### src/rtl/desc_rd_pkg.sv
package desc_rd_pkg;
  typedef enum logic [1:0] {
    PH_IDLE = 2'b00,
    PH_ADDR = 2'b01,
    PH_TURN = 2'b10,
    PH_DATA = 2'b11
  } bus_phase_e;

  typedef enum logic [1:0] {
    SEL_W1,
    SEL_W0,
    SEL_SPLIT_LO,
    SEL_SPLIT_HI
  } word_sel_e;

  typedef enum logic [1:0] {
    STY_16B   = 2'd0,
    STY_RSVD  = 2'd1,
    STY_32B   = 2'd2,
    STY_BURST = 2'd3
  } style_e;

  typedef struct packed {
    style_e style;
    logic   burst_en;
  } rd_cfg_t;
endpackage

### src/rtl/desc_rd_plan.sv
module desc_rd_plan
  import desc_rd_pkg::*;
#(
  parameter int OFF_W      = 4,
  parameter int BEAT_BYTES = 4
) (
  input  rd_cfg_t          cfg_i,
  input  logic             beat_i,
  output logic [OFF_W-1:0] offset_o,
  output word_sel_e        sel_o,
  output logic             burst_o
);
  localparam logic [OFF_W-1:0] OFF_ONE = OFF_W'(BEAT_BYTES);
  localparam logic [OFF_W-1:0] OFF_TWO = OFF_W'(2 * BEAT_BYTES);

  always_comb begin
    burst_o = (cfg_i.style == STY_BURST) && cfg_i.burst_en;
    unique case (cfg_i.style)
      STY_16B: begin
        offset_o = beat_i ? OFF_ONE : '0;
        sel_o    = beat_i ? SEL_SPLIT_HI : SEL_SPLIT_LO;
      end
      STY_BURST: begin
        offset_o = beat_i ? OFF_TWO : OFF_ONE;
        sel_o    = beat_i ? SEL_W0 : SEL_W1;
      end
      default: begin  // layouts 1 and 2
        offset_o = beat_i ? '0 : OFF_ONE;
        sel_o    = beat_i ? SEL_W0 : SEL_W1;
      end
    endcase
  end
endmodule

### src/rtl/desc_rd_ctrl.sv
module desc_rd_ctrl
  import desc_rd_pkg::*;
(
  input  logic       clk_i,
  input  logic       rst_ni,
  input  logic       req_i,
  input  logic       rdy_i,
  input  logic       burst_i,
  output bus_phase_e phase_o,
  output logic       beat_o,
  output logic       accept_o,
  output logic       capture_o,
  output logic       busy_o,
  output logic       done_o
);
  typedef enum logic [2:0] {S_IDLE, S_ADDR, S_TURN, S_DATA, S_GAP} st_e;

  st_e  state_q, state_d;
  logic beat_q, beat_d;
  logic done_q, done_d;

  always_comb begin
    state_d = state_q;
    beat_d  = beat_q;
    done_d  = 1'b0;
    unique case (state_q)
      S_IDLE: if (req_i) begin
        state_d = S_ADDR;
        beat_d  = 1'b0;
      end
      S_ADDR: state_d = S_TURN;
      S_TURN: state_d = S_DATA;
      S_DATA: if (rdy_i) begin
        if (beat_q) begin
          state_d = S_IDLE;
          done_d  = 1'b1;
        end else begin
          beat_d  = 1'b1;
          state_d = burst_i ? S_DATA : S_GAP;
        end
      end
      S_GAP:   state_d = S_ADDR;
      default: state_d = S_IDLE;
    endcase
  end

  always_ff @(posedge clk_i or negedge rst_ni) begin
    if (!rst_ni) begin
      state_q <= S_IDLE;
      beat_q  <= 1'b0;
      done_q  <= 1'b0;
    end else begin
      state_q <= state_d;
      beat_q  <= beat_d;
      done_q  <= done_d;
    end
  end

  always_comb begin
    unique case (state_q)
      S_ADDR:  phase_o = PH_ADDR;
      S_TURN:  phase_o = PH_TURN;
      S_DATA:  phase_o = PH_DATA;
      default: phase_o = PH_IDLE;
    endcase
  end

  assign beat_o    = beat_q;
  assign accept_o  = (state_q == S_IDLE) && req_i;
  assign capture_o = (state_q == S_DATA) && rdy_i;
  assign busy_o    = (state_q != S_IDLE);
  assign done_o    = done_q;

  a_r8_burst_back_to_back: assert property (@(posedge clk_i) disable iff (!rst_ni)
    (capture_o && !beat_q && burst_i) |=> (state_q == S_DATA));
  a_r9_gap_after_first: assert property (@(posedge clk_i) disable iff (!rst_ni)
    (capture_o && !beat_q && !burst_i) |=> (state_q == S_GAP));
  a_r9_single_gap: assert property (@(posedge clk_i) disable iff (!rst_ni)
    (state_q == S_GAP) |=> (state_q == S_ADDR));
  a_r10_done_pulse: assert property (@(posedge clk_i) disable iff (!rst_ni)
    done_o |=> !done_o);
endmodule

### src/rtl/desc_rd_words.sv
module desc_rd_words
  import desc_rd_pkg::*;
#(
  parameter int DW = 32
) (
  input  logic            clk_i,
  input  logic            rst_ni,
  input  logic            clear_i,
  input  logic            capture_i,
  input  word_sel_e       sel_i,
  input  logic [DW-1:0]   data_i,
  output logic [DW-1:0]   w0_o,
  output logic [DW-1:0]   w1_o,
  output logic [DW/2-1:0] w2_o,
  output logic [1:0]      beats_o
);
  localparam int HW    = DW / 2;
  localparam int LOW_W = DW - 8;

  logic [DW-1:0] w0_q, w1_q;
  logic [HW-1:0] w2_q;
  logic [1:0]    beats_q;

  always_ff @(posedge clk_i or negedge rst_ni) begin
    if (!rst_ni) begin
      w0_q    <= '0;
      w1_q    <= '0;
      w2_q    <= '0;
      beats_q <= '0;
    end else if (clear_i) begin
      w0_q    <= '0;
      w1_q    <= '0;
      w2_q    <= '0;
      beats_q <= '0;
    end else if (capture_i) begin
      beats_q <= beats_q + 2'd1;
      unique case (sel_i)
        SEL_W1: w1_q <= data_i;
        SEL_W0: w0_q <= data_i;
        SEL_SPLIT_LO: begin  // top byte to word1, rest to word0
          w1_q[DW-1:LOW_W] <= data_i[DW-1:LOW_W];
          w0_q[LOW_W-1:0]  <= data_i[LOW_W-1:0];
        end
        SEL_SPLIT_HI: begin
          w2_q           <= data_i[DW-1:HW];
          w1_q[HW-1:0]   <= data_i[HW-1:0];
        end
        default: ;
      endcase
    end
  end

  assign w0_o    = w0_q;
  assign w1_o    = w1_q;
  assign w2_o    = w2_q;
  assign beats_o = beats_q;

  a_r10_at_most_two: assert property (@(posedge clk_i) disable iff (!rst_ni)
    capture_i |-> (beats_q < 2'd2));
endmodule

### src/rtl/desc_rd_seq.sv
module desc_rd_seq
  import desc_rd_pkg::*;
#(
  parameter int DW    = 32,
  parameter int OFF_W = 4
) (
  input  logic            clk_i,
  input  logic            rst_ni,
  input  logic            req_i,
  input  logic [DW-1:0]   base_addr_i,
  input  logic [1:0]      style_i,
  input  logic            burst_en_i,
  output logic            busy_o,
  output logic            done_o,
  output logic [DW-1:0]   desc_w0_o,
  output logic [DW-1:0]   desc_w1_o,
  output logic [DW/2-1:0] desc_w2_o,
  output logic [1:0]      bus_phase_o,
  output logic [DW-1:0]   bus_ad_o,
  output logic [DW/8-1:0] bus_be_o,
  input  logic            bus_rdy_i,
  input  logic [DW-1:0]   bus_data_i
);
  localparam int BE_W = DW / 8;

  rd_cfg_t          cfg_q;
  logic [DW-1:0]    base_q;
  logic             accept, capture, beat, burst;
  logic [OFF_W-1:0] offset;
  word_sel_e        sel;
  bus_phase_e       phase;
  logic [1:0]       beats;

  always_ff @(posedge clk_i or negedge rst_ni) begin
    if (!rst_ni) begin
      cfg_q  <= '0;
      base_q <= '0;
    end else if (accept) begin
      cfg_q  <= '{style: style_e'(style_i), burst_en: burst_en_i};
      base_q <= base_addr_i;
    end
  end

  desc_rd_plan #(.OFF_W(OFF_W), .BEAT_BYTES(BE_W)) u_plan (
    .cfg_i    (cfg_q),
    .beat_i   (beat),
    .offset_o (offset),
    .sel_o    (sel),
    .burst_o  (burst)
  );

  desc_rd_ctrl u_ctrl (
    .clk_i     (clk_i),
    .rst_ni    (rst_ni),
    .req_i     (req_i),
    .rdy_i     (bus_rdy_i),
    .burst_i   (burst),
    .phase_o   (phase),
    .beat_o    (beat),
    .accept_o  (accept),
    .capture_o (capture),
    .busy_o    (busy_o),
    .done_o    (done_o)
  );

  desc_rd_words #(.DW(DW)) u_words (
    .clk_i     (clk_i),
    .rst_ni    (rst_ni),
    .clear_i   (accept),
    .capture_i (capture),
    .sel_i     (sel),
    .data_i    (bus_data_i),
    .w0_o      (desc_w0_o),
    .w1_o      (desc_w1_o),
    .w2_o      (desc_w2_o),
    .beats_o   (beats)
  );

  assign bus_phase_o = phase;
  assign bus_ad_o    = (phase == PH_ADDR) ? base_q + {{(DW-OFF_W){1'b0}}, offset} : '0;
  assign bus_be_o    = (phase == PH_DATA) ? {BE_W{1'b1}} : '0;

  a_r2_cfg_frozen: assert property (@(posedge clk_i) disable iff (!rst_ni)
    busy_o |=> ($stable(cfg_q) && $stable(base_q)));
  a_r3_turn_after_addr: assert property (@(posedge clk_i) disable iff (!rst_ni)
    (phase == PH_ADDR) |=> (phase == PH_TURN));
  a_r3_data_after_turn: assert property (@(posedge clk_i) disable iff (!rst_ni)
    (phase == PH_TURN) |=> (phase == PH_DATA));
  a_r3_hold_until_rdy: assert property (@(posedge clk_i) disable iff (!rst_ni)
    (phase == PH_DATA && !bus_rdy_i) |=> (phase == PH_DATA));
  a_r4_be_only_in_data: assert property (@(posedge clk_i) disable iff (!rst_ni)
    (bus_be_o != '0) |-> (busy_o && phase == PH_DATA));
  a_r10_two_beats: assert property (@(posedge clk_i) disable iff (!rst_ni)
    done_o |-> (beats == 2'd2 && !busy_o));
endmodule

### config.mk
export PLATFORM = sky130hd
export DESIGN_NAME = desc_rd_seq
export DESIGN_NICKNAME = d
export VERILOG_FILES = /design/src/rtl/desc_rd_pkg.sv /design/src/rtl/desc_rd_plan.sv /design/src/rtl/desc_rd_ctrl.sv /design/src/rtl/desc_rd_words.sv /design/src/rtl/desc_rd_seq.sv
export SDC_FILE = /design/constraint.sdc
export NUM_CORES = 1
export LEC_CHECK = 0
export ABC_AREA = 1
export BUFFER_PORTS_ARGS = -buffer_cell sky130_fd_sc_hd__buf_2
export CORE_ASPECT_RATIO = 0.5
export CORE_MARGIN = 1
export CORE_UTILIZATION = 55
export CTS_CLUSTER_DIAMETER = 150
export CTS_CLUSTER_SIZE = 8
export DETAILED_ROUTE_END_ITERATION = 8
export GPL_TIMING_DRIVEN = 0
export PLACE_DENSITY = 0.88
export SYNTH_ARGS = -nofsm -noshare
export SYNTH_HDL_FRONTEND = slang
export SYNTH_SLANG_ARGS = --single-unit
### constraint.sdc
create_clock -name clk_i -period 4.35 [get_ports clk_i]
set_input_delay 0.2175 -clock clk_i [delete_from_list [all_inputs] [get_ports clk_i]]
set_output_delay 0.2175 -clock clk_i [all_outputs]
set_load 0.05 [all_outputs]
==> impl_summary.txt, run 1 <==
----------------------------------------------------
[Run status]
  Status ... finished clean

[Logic synthesis]
  Post-Syn Area ... ~0.006 mm²
  Number of warnings printed during yosys synthesis ... 0
  Synthesized-area fraction occupied by xor and xnor cells ... less than 1%
  Mux share of post-synthesis cell area ... ~3.7%
  Basic-gate share of the synthesized area counting and, or, nand and nor cells ... a little over a fifth
  Adder-cell area share of the yosys netlist ... between 1.5 and 2%
  Compound-gate portion of the synthesized area ... between 10% and 20%
  Register area share after synthesis ... between 40% and 50%
  Avg Inst Size Synth ... 7.91 µm²
  Largest family of logic cells by synthesized area ... simple AND/OR/NAND/NOR gates
  Distinct cells, synth ... 27
  Synth Register Bits ... 120
  Synthesized Nets ... 851
  Post-Synthesis Cells ... 772

[CTS]
  Number of buffers added by the clock tree synthesis step ... 17
  H-tree levels ... 4
  Cell chosen for the clock root ... clkbuf_16
  TritonCTS clock tree ... done
  Number of gates resized after cts ... 0
  CTS sink cnt ... between 100 and 150
  Clock-pin transition on the worst setup and hold timing paths ... 0.06 ns
  Count of buffers added by post-CTS timing repair for setup ... 0
  CTS max path bufs ... 2
  Hold_buf cts ... 1
  Clock insertion delay at the later pin of the skew report ... approximately 0.42 ns

[STA]
  Summed negative setup slack over all endpoints ... 0 ns
  Setup repair after global routing missed its margin ... false
  Period utilization ... 80.4%
  Final worst path period need ... approximately 3.5 ns
  Worst slew margin relative to its limit ... about three fifths
  Final Hold Violating Endpoints ... 0
  Final count of pins violating max slew ... 0
  Tightest Pin Transition ... between 0.5 and 0.6 ns
  Clock skew ... roughly 0.0080 ns
  Maximum clock frequency ... between 0.2 and 0.3 GHz
  Finish-stage setup viols ... 0

[Routing]
  Total length of routed wires ... approximately 17 mm
  DRC viols ... 0
  First-pass detailed-route iteration total ... 5
  Routed vias ... 5751
  Wire length per cell after detailed routing ... around 15 µm
  Starting DRT DRC Count ... approximately 350
  Antenna viol nets, final ... 0
  Vias per cell ... a little over 5

[Worst setup path]
  Arrival @ worst endpoint ... between 3 and 4 ns
  Required time of the critical path ... slightly above 4 ns
  CP Capture Type ... output port
  Kind of start point of the critical path ... register
  Critical path, cell by cell ... inv_1 -> ha_1 -> inv_1 -> o21ai_0 -> o31ai_1 -> inv_1 -> ha_1 -> fa_1 -> nand2_1 -> nor2_1 -> inv_1 -> nor2_1 -> nand3_1 -> a21oi_1 -> buf_2
  Standard cell with the maximum stage delay on the critical path ... dfrtp_1
  Count of cell instances traversed by the critical path ... 15
  Worst r2r src ... cfg_q[1]$_DFFE_PN0P_
  Worst-path fanout max ... 5
  Kind of cell with the highest combined delay on the critical path ... simple AND/OR/NAND/NOR gates
  First element of the critical path ... cfg_q[1]$_DFFE_PN0P_
  Critical path type ... register to output port
  Cell repeated most along the worst path ... inv_1
  Worst setup slack for register-to-register paths ... around 2.5 ns
  CP Capture Point ... bus_ad_o[30]
  Critical path buffer and inverter count ... 5
  Longest individual stage delay on the worst path ... 0.39 ns
  End of the worst register-to-register path ... u_words.w0_o[16]$_DFFE_PN0P_
  Register-to-Register Path Depth ... 7

[Die]
  Starting density of the core ... slightly below 60%
  Total Die Area ... between 0.01 and 0.015 mm²
  Number of cell rows ... 26
  Die span in y ... ~76 µm
  Area of the placeable core ... between 0.01 and 0.015 mm²
  Horiz. Die Dim ... about 150 µm
  I/O Pins ... 191

[Global route]
  Overflow after GRT ... 0
  Met2 track demand over resource in global routing ... between 50% and 60%
  Wire length of the first global-routing pass ... ~27 mm
  Met1 layer usage reported by global route ... between 30% and 40%
  Number of antenna violations at the first check in global routing ... 1
  Pin count of the biggest net entering global routing ... 90
  Global-route usage over all layers ... a little under a third
  Global routing's busiest layer ... met2
  Met3 usage in global routing ... 7.25%
  Number of global-route vias before repair ... roughly 5.6k

[Power and ir drop]
  Power density normalized to cell area ... between 800 and 900 mW/mm²
  Relative contribution of sequential cells to total power ... approximately 28%
  Leakage Power ... approximately 0.0043 µW
  P_int ... 3210 µW
  Comb pwr share ... between 50% and 60%
  Clock Power Share ... around a fifth
  Switching portion of total power ... approximately 52%
  Net switching power ... about 3400 µW
  Worst vdd rail ir drop ... about 400 µV

[Worst hold path]
  Worst Hold Class ... primary input to register

[Layout]
  End-of-flow core utilization ... about three quarters
  Diodes inserted ... 0
  Total number of nets in the final design ... around 1.1k
  Post-synthesis to final-layout area growth ... 28.3%
  Filler Cells Inserted ... 767
  Ratio of cells with drive above 1 in the final layout ... 28.2%

[Place]
  Detailed placer's ending HPWL ... about 12 mm
  Gpl congestion ... 0.920
  Port-buffer cells ... 190

[Flow run]
  Count of max-cap constraint violations ... 0

----------------------------------------------------
==> cells in the mapped netlist <==
library cell,instances,area share (%)
fa_1,1,0.33
nand3_1,33,2.7
nor4_1,1,0.10
nand3b_1,2,0.25
xnor2_1,5,0.72
dfrtp_1,120,49
inv_1,139,8.5
nand3_4,1,0.29
o21ai_4,2,0.53
buf_2,13,1.1
mux2_1,1,0.18
inv_2,1,0.061
o31ai_1,1,0.12
a21oi_1,28,2.3
nor2_4,5,0.92
nand2_1,194,12
o21ai_1,2,0.16
nor2_1,89,5.5
inv_4,1,0.10
buf_1,1,0.061
nand3_2,1,0.16
buf_4,7,0.86
o21ai_0,87,7.1
buf_6,7,1.3
mux2_2,19,3.5
o21ai_2,4,0.57
ha_1,7,1.4
==> logic make-up (layout without fill, tap and decap cells) <==
family / Yosys count / after routing
flops: 120 / 120
buf+inv: 169 / 392
simple gates: 326 / 326
fa+ha+maj: 8 / 8
compound gates: 124 / 124
mux: 20 / 20
xor+xnor: 5 / 5
==> metrics by stage <==
stage                     cell area (µm²)  instances  power, µW  hold WS [ns]  setup slack (ns)
after floorplan                      6100        772       4430       -0.0781              1.45
after global routing                 7830       1135       7020        0.0276             0.623
after global placement               7230       1102       5200         0.446              1.47
final                                7830       1135       6650        0.0317             0.851
after CTS                            7830       1135       6650        0.0269             0.905
after detailed placement             7260       1103       5290         0.117              1.37
==> final cells by class <==
cell class,count,area (µm²),area share (%)
flip-flops and latches,120,3000,38.3
multi-input cells,483,2370,30.3
repair buffers,192,995,12.7
inverters,141,532,6.79
clock buffers,21,460,5.88
plain buffers,28,200,2.56
well taps,140,175,2.24
clock inverters,10,96.3,1.23
==> registers in the layout (all words and copies together), names as in the netlist <==
| name | cells |
|---|---|
| u_ctrl.done_o | 1 |
| u_words.w1_o | 32 |
| u_words.w2_o | 16 |
| u_ctrl.state_q | 3 |
| u_ctrl.beat_o | 1 |
| u_words.w0_o | 32 |
| cfg_q | 3 |
| base_q | 32 |
==> placed cells by master (no fill, tap or decap), types with 7 or more instances in the layout <==
cell type,netlist,layout
ha_1,7,7
inv_1,139,139
buf_2,13,202
o21ai_0,87,87
buf_6,7,8
clkbuf_16,0,17
dfrtp_1,120,120
nand3_1,33,33
nand2_1,194,194
a21oi_1,28,28
mux2_2,19,19
buf_4,7,7
nor2_1,89,89
==> layer usage <==
metal	part of all wire [%]	vias up	routed length, µm
li1	-	2789	-
met1	43	2710	7080
met2	48	213	7920
met3	6.9	37	1150
met4	2.5	2	414
met5	0.060	-	10
==> how the worst min path moves through the flow <==
stage / start / to / slack [ns] / cells after the start
3_3_place_gp: burst_en_i / cfg_q[0]$_DFFE_PN0P_ / 0.45 / 2
5_1_grt: burst_en_i / cfg_q[0]$_DFFE_PN0P_ / 0.03 / 2
6_report: base_addr_i[15] / base_q[15]$_DFFE_PN0P_ / 0.03 / 2
2_1_floorplan: rst_ni / base_q[0]$_DFFE_PN0P_ / -0.08 / 0
4_1_cts: burst_en_i / cfg_q[0]$_DFFE_PN0P_ / 0.03 / 2
3_5_place_dp: rst_ni / u_words.w2_o[10]$_DFFE_PN0P_ / 0.12 / 1
==> power groups by stage <==
stage	combinational [µW]	sequential, µW	clock, µW
6_report	3480	1830	1340
5_1_grt	3750	1880	1390
4_1_cts	3480	1820	1340
3_5_place_dp	3460	1830	0
3_3_place_gp	3380	1820	0
2_1_floorplan	1880	2560	0
No activity file was read; power rests on OpenSTA's default activity.
==> inputs of run 2 (changes only) <==
- ABC_AREA: 1 -> 0
- CORE_UTILIZATION: 55 -> 50
- PLACE_DENSITY: 0.88 -> 0.83
- clock period: 4.35 -> 3.4 ns (I/O delays scaled with it)
==> impl_summary.txt, run 2 <==
----------------------------------------------------
[Run status]
  Status ... finished, violations left
  Failing checks ... setup timing

[Worst hold path]
  Worst hold start ... base_addr_i[18]
  Worst Hold Class ... primary input to register
  Destination of the worst hold path ... base_q[18]$_DFFE_PN0P_
  Number of instances on the worst hold path ... 2 (unchanged)

[Die]
  Die span in y ... 76.8 µm (+0.43%)
  Total Die Area ... 0.0117 mm² (+0.87%)
  Starting density of the core ... 53.1% (-5.0 points)
  Area of the placeable core ... 0.0105 mm² (+0.31%)
  Number of cell rows ... 26 (unchanged)
  Horiz. Die Dim ... 152 µm (+0.44%)
  I/O Pins ... 191 (unchanged)

[Logic synthesis]
  Post-synth top flop ... dfrtp_1
  Post-Synthesis Cells ... 600 (-22%)
  Register area share after synthesis ... 53.6% (+4.4 points)
  Number of flops mapped to enable cells by yosys ... 0 (unchanged)
  Distinct cells, synth ... 35 (+30%)
  Library cell with the highest instance count after synthesis ... nand2_1
  Number of warnings printed during yosys synthesis ... 0 (unchanged)
  Share of the synthesized area in the top cell type ... 53.6% (+4.4 points)
  Avg Inst Size Synth ... 9.33 µm² (+18%)
  Synthesized Nets ... 679 (-20%)
  Post-Syn Area ... 0.00560 mm² (-8.3%)
  Async set-or-reset flop fraction in the synthesized netlist ... 100% (unchanged)
  Top cells by instance count after synthesis ... nand2_1, dfrtp_1, a21oi_1
  Main area contributors after synthesis ... dfrtp_1, nand2_1, a21oi_1
  Library cell with the largest summed area after synthesis ... dfrtp_1
  Synth Register Bits ... 120 (unchanged)

[Routing]
  Routed vias ... 5618 (-2.3%)
  Total length of routed wires ... 17.8 mm (+7.5%)
  Vias per cell ... 5.53 (+9.1%)
  Antenna viol nets, final ... 0 (unchanged)
  DRC viols ... 0 (unchanged)
  First-pass detailed-route iteration total ... 5 (unchanged)
  Wire length per cell after detailed routing ... 17.5 µm (+20%)
  Starting DRT DRC Count ... 387 (+9.3%)

[CTS]
  CTS max path bufs ... 2 (unchanged)
  CTS sink cnt ... 120 (unchanged)
  Clock insertion delay at the later pin of the skew report ... 0.42 ns (about the same)
  TritonCTS clock tree ... done
  Clock-pin transition on the worst setup and hold timing paths ... 0.06 ns (about the same)
  Cell chosen for the clock root ... clkbuf_16
  Number of buffers added by the clock tree synthesis step ... 17 (unchanged)
  H-tree levels ... 4 (unchanged)

[Place]
  Detailed placer's ending HPWL ... 11.0 mm (-7.8%)
  Gpl congestion ... 0.910 (-1.1%)
  Dpl cell area ... 0.00679 mm² (-6.5%)
  Number of cells after detailed placement ... 931 (-16%)
  Port-buffer cells ... 190 (unchanged)

[Worst setup path]
  Arrival @ worst endpoint ... 3.46 ns (+0.18 ns)
  CP Capture Type ... output port
  Required time of the critical path ... 3.23 ns (-0.90 ns)
  Register-to-Register Path Depth ... 5 (-2)
  Critical path type ... register to output port
  Kind of start point of the critical path ... register
  First element of the critical path ... cfg_q[1]$_DFFE_PN0P_
  Worst-path fanout max ... 8 (+3)
  End of the worst register-to-register path ... u_words.w0_o[8]$_DFFE_PN0P_
  Worst r2r src ... u_ctrl.state_q[1]$_DFFE_PN0P_
  Worst setup slack for register-to-register paths ... 0.92 ns (-1.56 ns)

[STA]
  Maximum clock frequency ... roughly 0.28 GHz
  Summed negative setup slack over all endpoints ... -1.34 ns (-1.34 ns)
  Finish-stage setup viols ... 10 (+10)
  Period utilization ... 107%
  Final count of pins violating max slew ... 0 (unchanged)
  Final critical-path setup slack ... -0.228 ns (-1.08 ns)
  Final Hold Violating Endpoints ... 0 (unchanged)
  Final worst path period need ... 3.63 ns
  Clock skew ... 0.00605 ns (-0.00200 ns)
  Setup repair after global routing missed its margin ... true
  Tightest Pin Transition ... 0.921 ns (+0.341 ns)
  Worst slew margin relative to its limit ... 38.6% (-23 points)

[Layout]
  Total number of nets in the final design ... 942 (-11%)
  Most common cell after layout, fill and taps aside ... buf_2
  Final Instance Area ... 0.00821 mm² (+4.8%)
  Ratio of cells with drive above 1 in the final layout ... 35.4% (+7.1 points)
  Most frequent cells in the layout ... buf_2, nand2_1, dfrtp_1
  Diodes inserted ... 0 (unchanged)
  Post-synthesis to final-layout area growth ... 46.6%
  Filler Cells Inserted ... 694 (-9.5%)
  Layout Cells excl Fill ... 1016 (-10%)

[Power and ir drop]
  Worst vdd rail ir drop ... 545 µV (+32%)
  Switching portion of total power ... 49.6% (-2.2 points)
  Comb pwr share ... 50.7% (-1.6 points)
  Leakage Power ... 0.00384 µW (-11%)
  Clock Power Share ... 21.3% (+1.2 points)
  Power, Total ... 9000 µW (+35%)
  Power density normalized to cell area ... 1100 mW/mm² (+29%)
  Relative contribution of sequential cells to total power ... 28.0% (+0.5 points)
  Net switching power ... 4460 µW (+30%)
  P_int ... 4540 µW (+41%)

[Global route]
  Overflow after GRT ... 0 (unchanged)
  Pin count of the biggest net entering global routing ... 91 (+1.1%)
  Global-route usage over all layers ... 31.3% (+1.1 points)
  Number of antenna violations at the first check in global routing ... 0 (-1)
  Number of global-route vias before repair ... 5636 (-0.21%)
  Wire length of the first global-routing pass ... 28.1 mm (+4.8%)

[Flow run]
  Count of max-cap constraint violations ... 0 (unchanged)

----------------------------------------------------
-- run 2: changes by cell type after synthesis, moves of 31 or more --
| cell | before | now |
|---|---|---|
| o21ai_0 | 87 | 15 |
| inv_1 | 139 | 11 |
| nor2_1 | 89 | 23 |
| clkbuf_1 | 0 | 31 |
| a21oi_1 | 28 | 92 |
| nand2_1 | 194 | 148 |
-- run 2: area by class of cell --
| type | count | area [µm²] | share of cell area, % |
|---|---|---|---|
| inverters | 11 | 41.3 | 0.503 |
| clock buffers | 18 | 439 | 5.35 |
| multi-input cells | 427 | 2600 | 31.6 |
| clock inverters | 14 | 188 | 2.29 |
| flip-flops and latches | 120 | 3000 | 36.6 |
| repair buffers | 245 | 1590 | 19.3 |
| plain buffers | 41 | 180 | 2.19 |
| well taps | 140 | 175 | 2.13 |
-- run 2: stage by stage --
| step | setup slack [ns] | hold WS [ns] | util, % |
|---|---|---|---|
| 6_report | -0.228 | 0.00753 | 77.9 |
| 3_3_place_gp | -0.117 | 0.385 | 64.1 |
| 4_1_cts | -0.225 | 0.000285 | 76.8 |
| 2_1_floorplan | 0.0849 | -0.126 | - |
| 5_1_grt | -0.331 | 0.00457 | 77.9 |
| 3_5_place_dp | -0.201 | 0.0682 | 64.4 |
-- run 2: worst max-delay path by stage --
stage	end	depth (start not counted)	slack (ns)
floorplan	bus_ad_o[25]	10	0.08
global placement	bus_ad_o[30]	12	-0.12
global route	bus_ad_o[30]	11	-0.33
finish	bus_ad_o[30]	11	-0.23
detailed placement	bus_ad_o[30]	13	-0.20
CTS	bus_ad_o[28]	12	-0.23
-- run 2: per-layer routing --
layer / track usage [%] / routed length (µm) / part of all wire, %
met5: 0 / 0 / 0
met3: 7.14 / 1130 / 6.3
met2: 52.5 / 8900 / 50
met1: 38.1 / 7130 / 40
met4: 15.1 / 652 / 3.7
-- run 2: worst max-delay path, stage by stage (launching register included) --
cell and delay, ns:
dfrtp_1 0.39, inv_2 0.09, ha_4 0.21, o21ai_2 0.11, o31a_1 0.20, ha_4 0.17
fa_2 0.26, nand4_4 0.10, or4_4 0.61, or4_4 0.54, a21oi_4 0.18, buf_6 0.19
-- run 2: cell families after synthesis --
logic type / Yosys count / synth area share (%)
buf+inv: 53 / 3.93
mux: 36 / 7.06
simple gates: 251 / 20.3
flops: 120 / 53.6
xor+xnor: 10 / 1.56
compound gates: 122 / 11.6
fa+ha+maj: 8 / 1.92
-- run 2: power groups by stage --
| stage | clock (µW) | sequential (µW) | combinational, µW |
|---|---|---|---|
| 2_1_floorplan | 0 | 3630 | 1960 |
| 3_3_place_gp | 0 | 2450 | 4060 |
| 3_5_place_dp | 0 | 2480 | 4160 |
| 4_1_cts | 1920 | 2480 | 4410 |
| 5_1_grt | 1990 | 2590 | 4860 |
| 6_report | 1920 | 2520 | 4570 |
-- run 2: timing repair --
action,CTS,global route
pin swaps,17,7
setup endpoints to repair,16,17
resized for setup,51,27
hold buffers,43,0
gates cloned,1,0
endpoints found under the hold margin,78,0
setup buffers,8,2
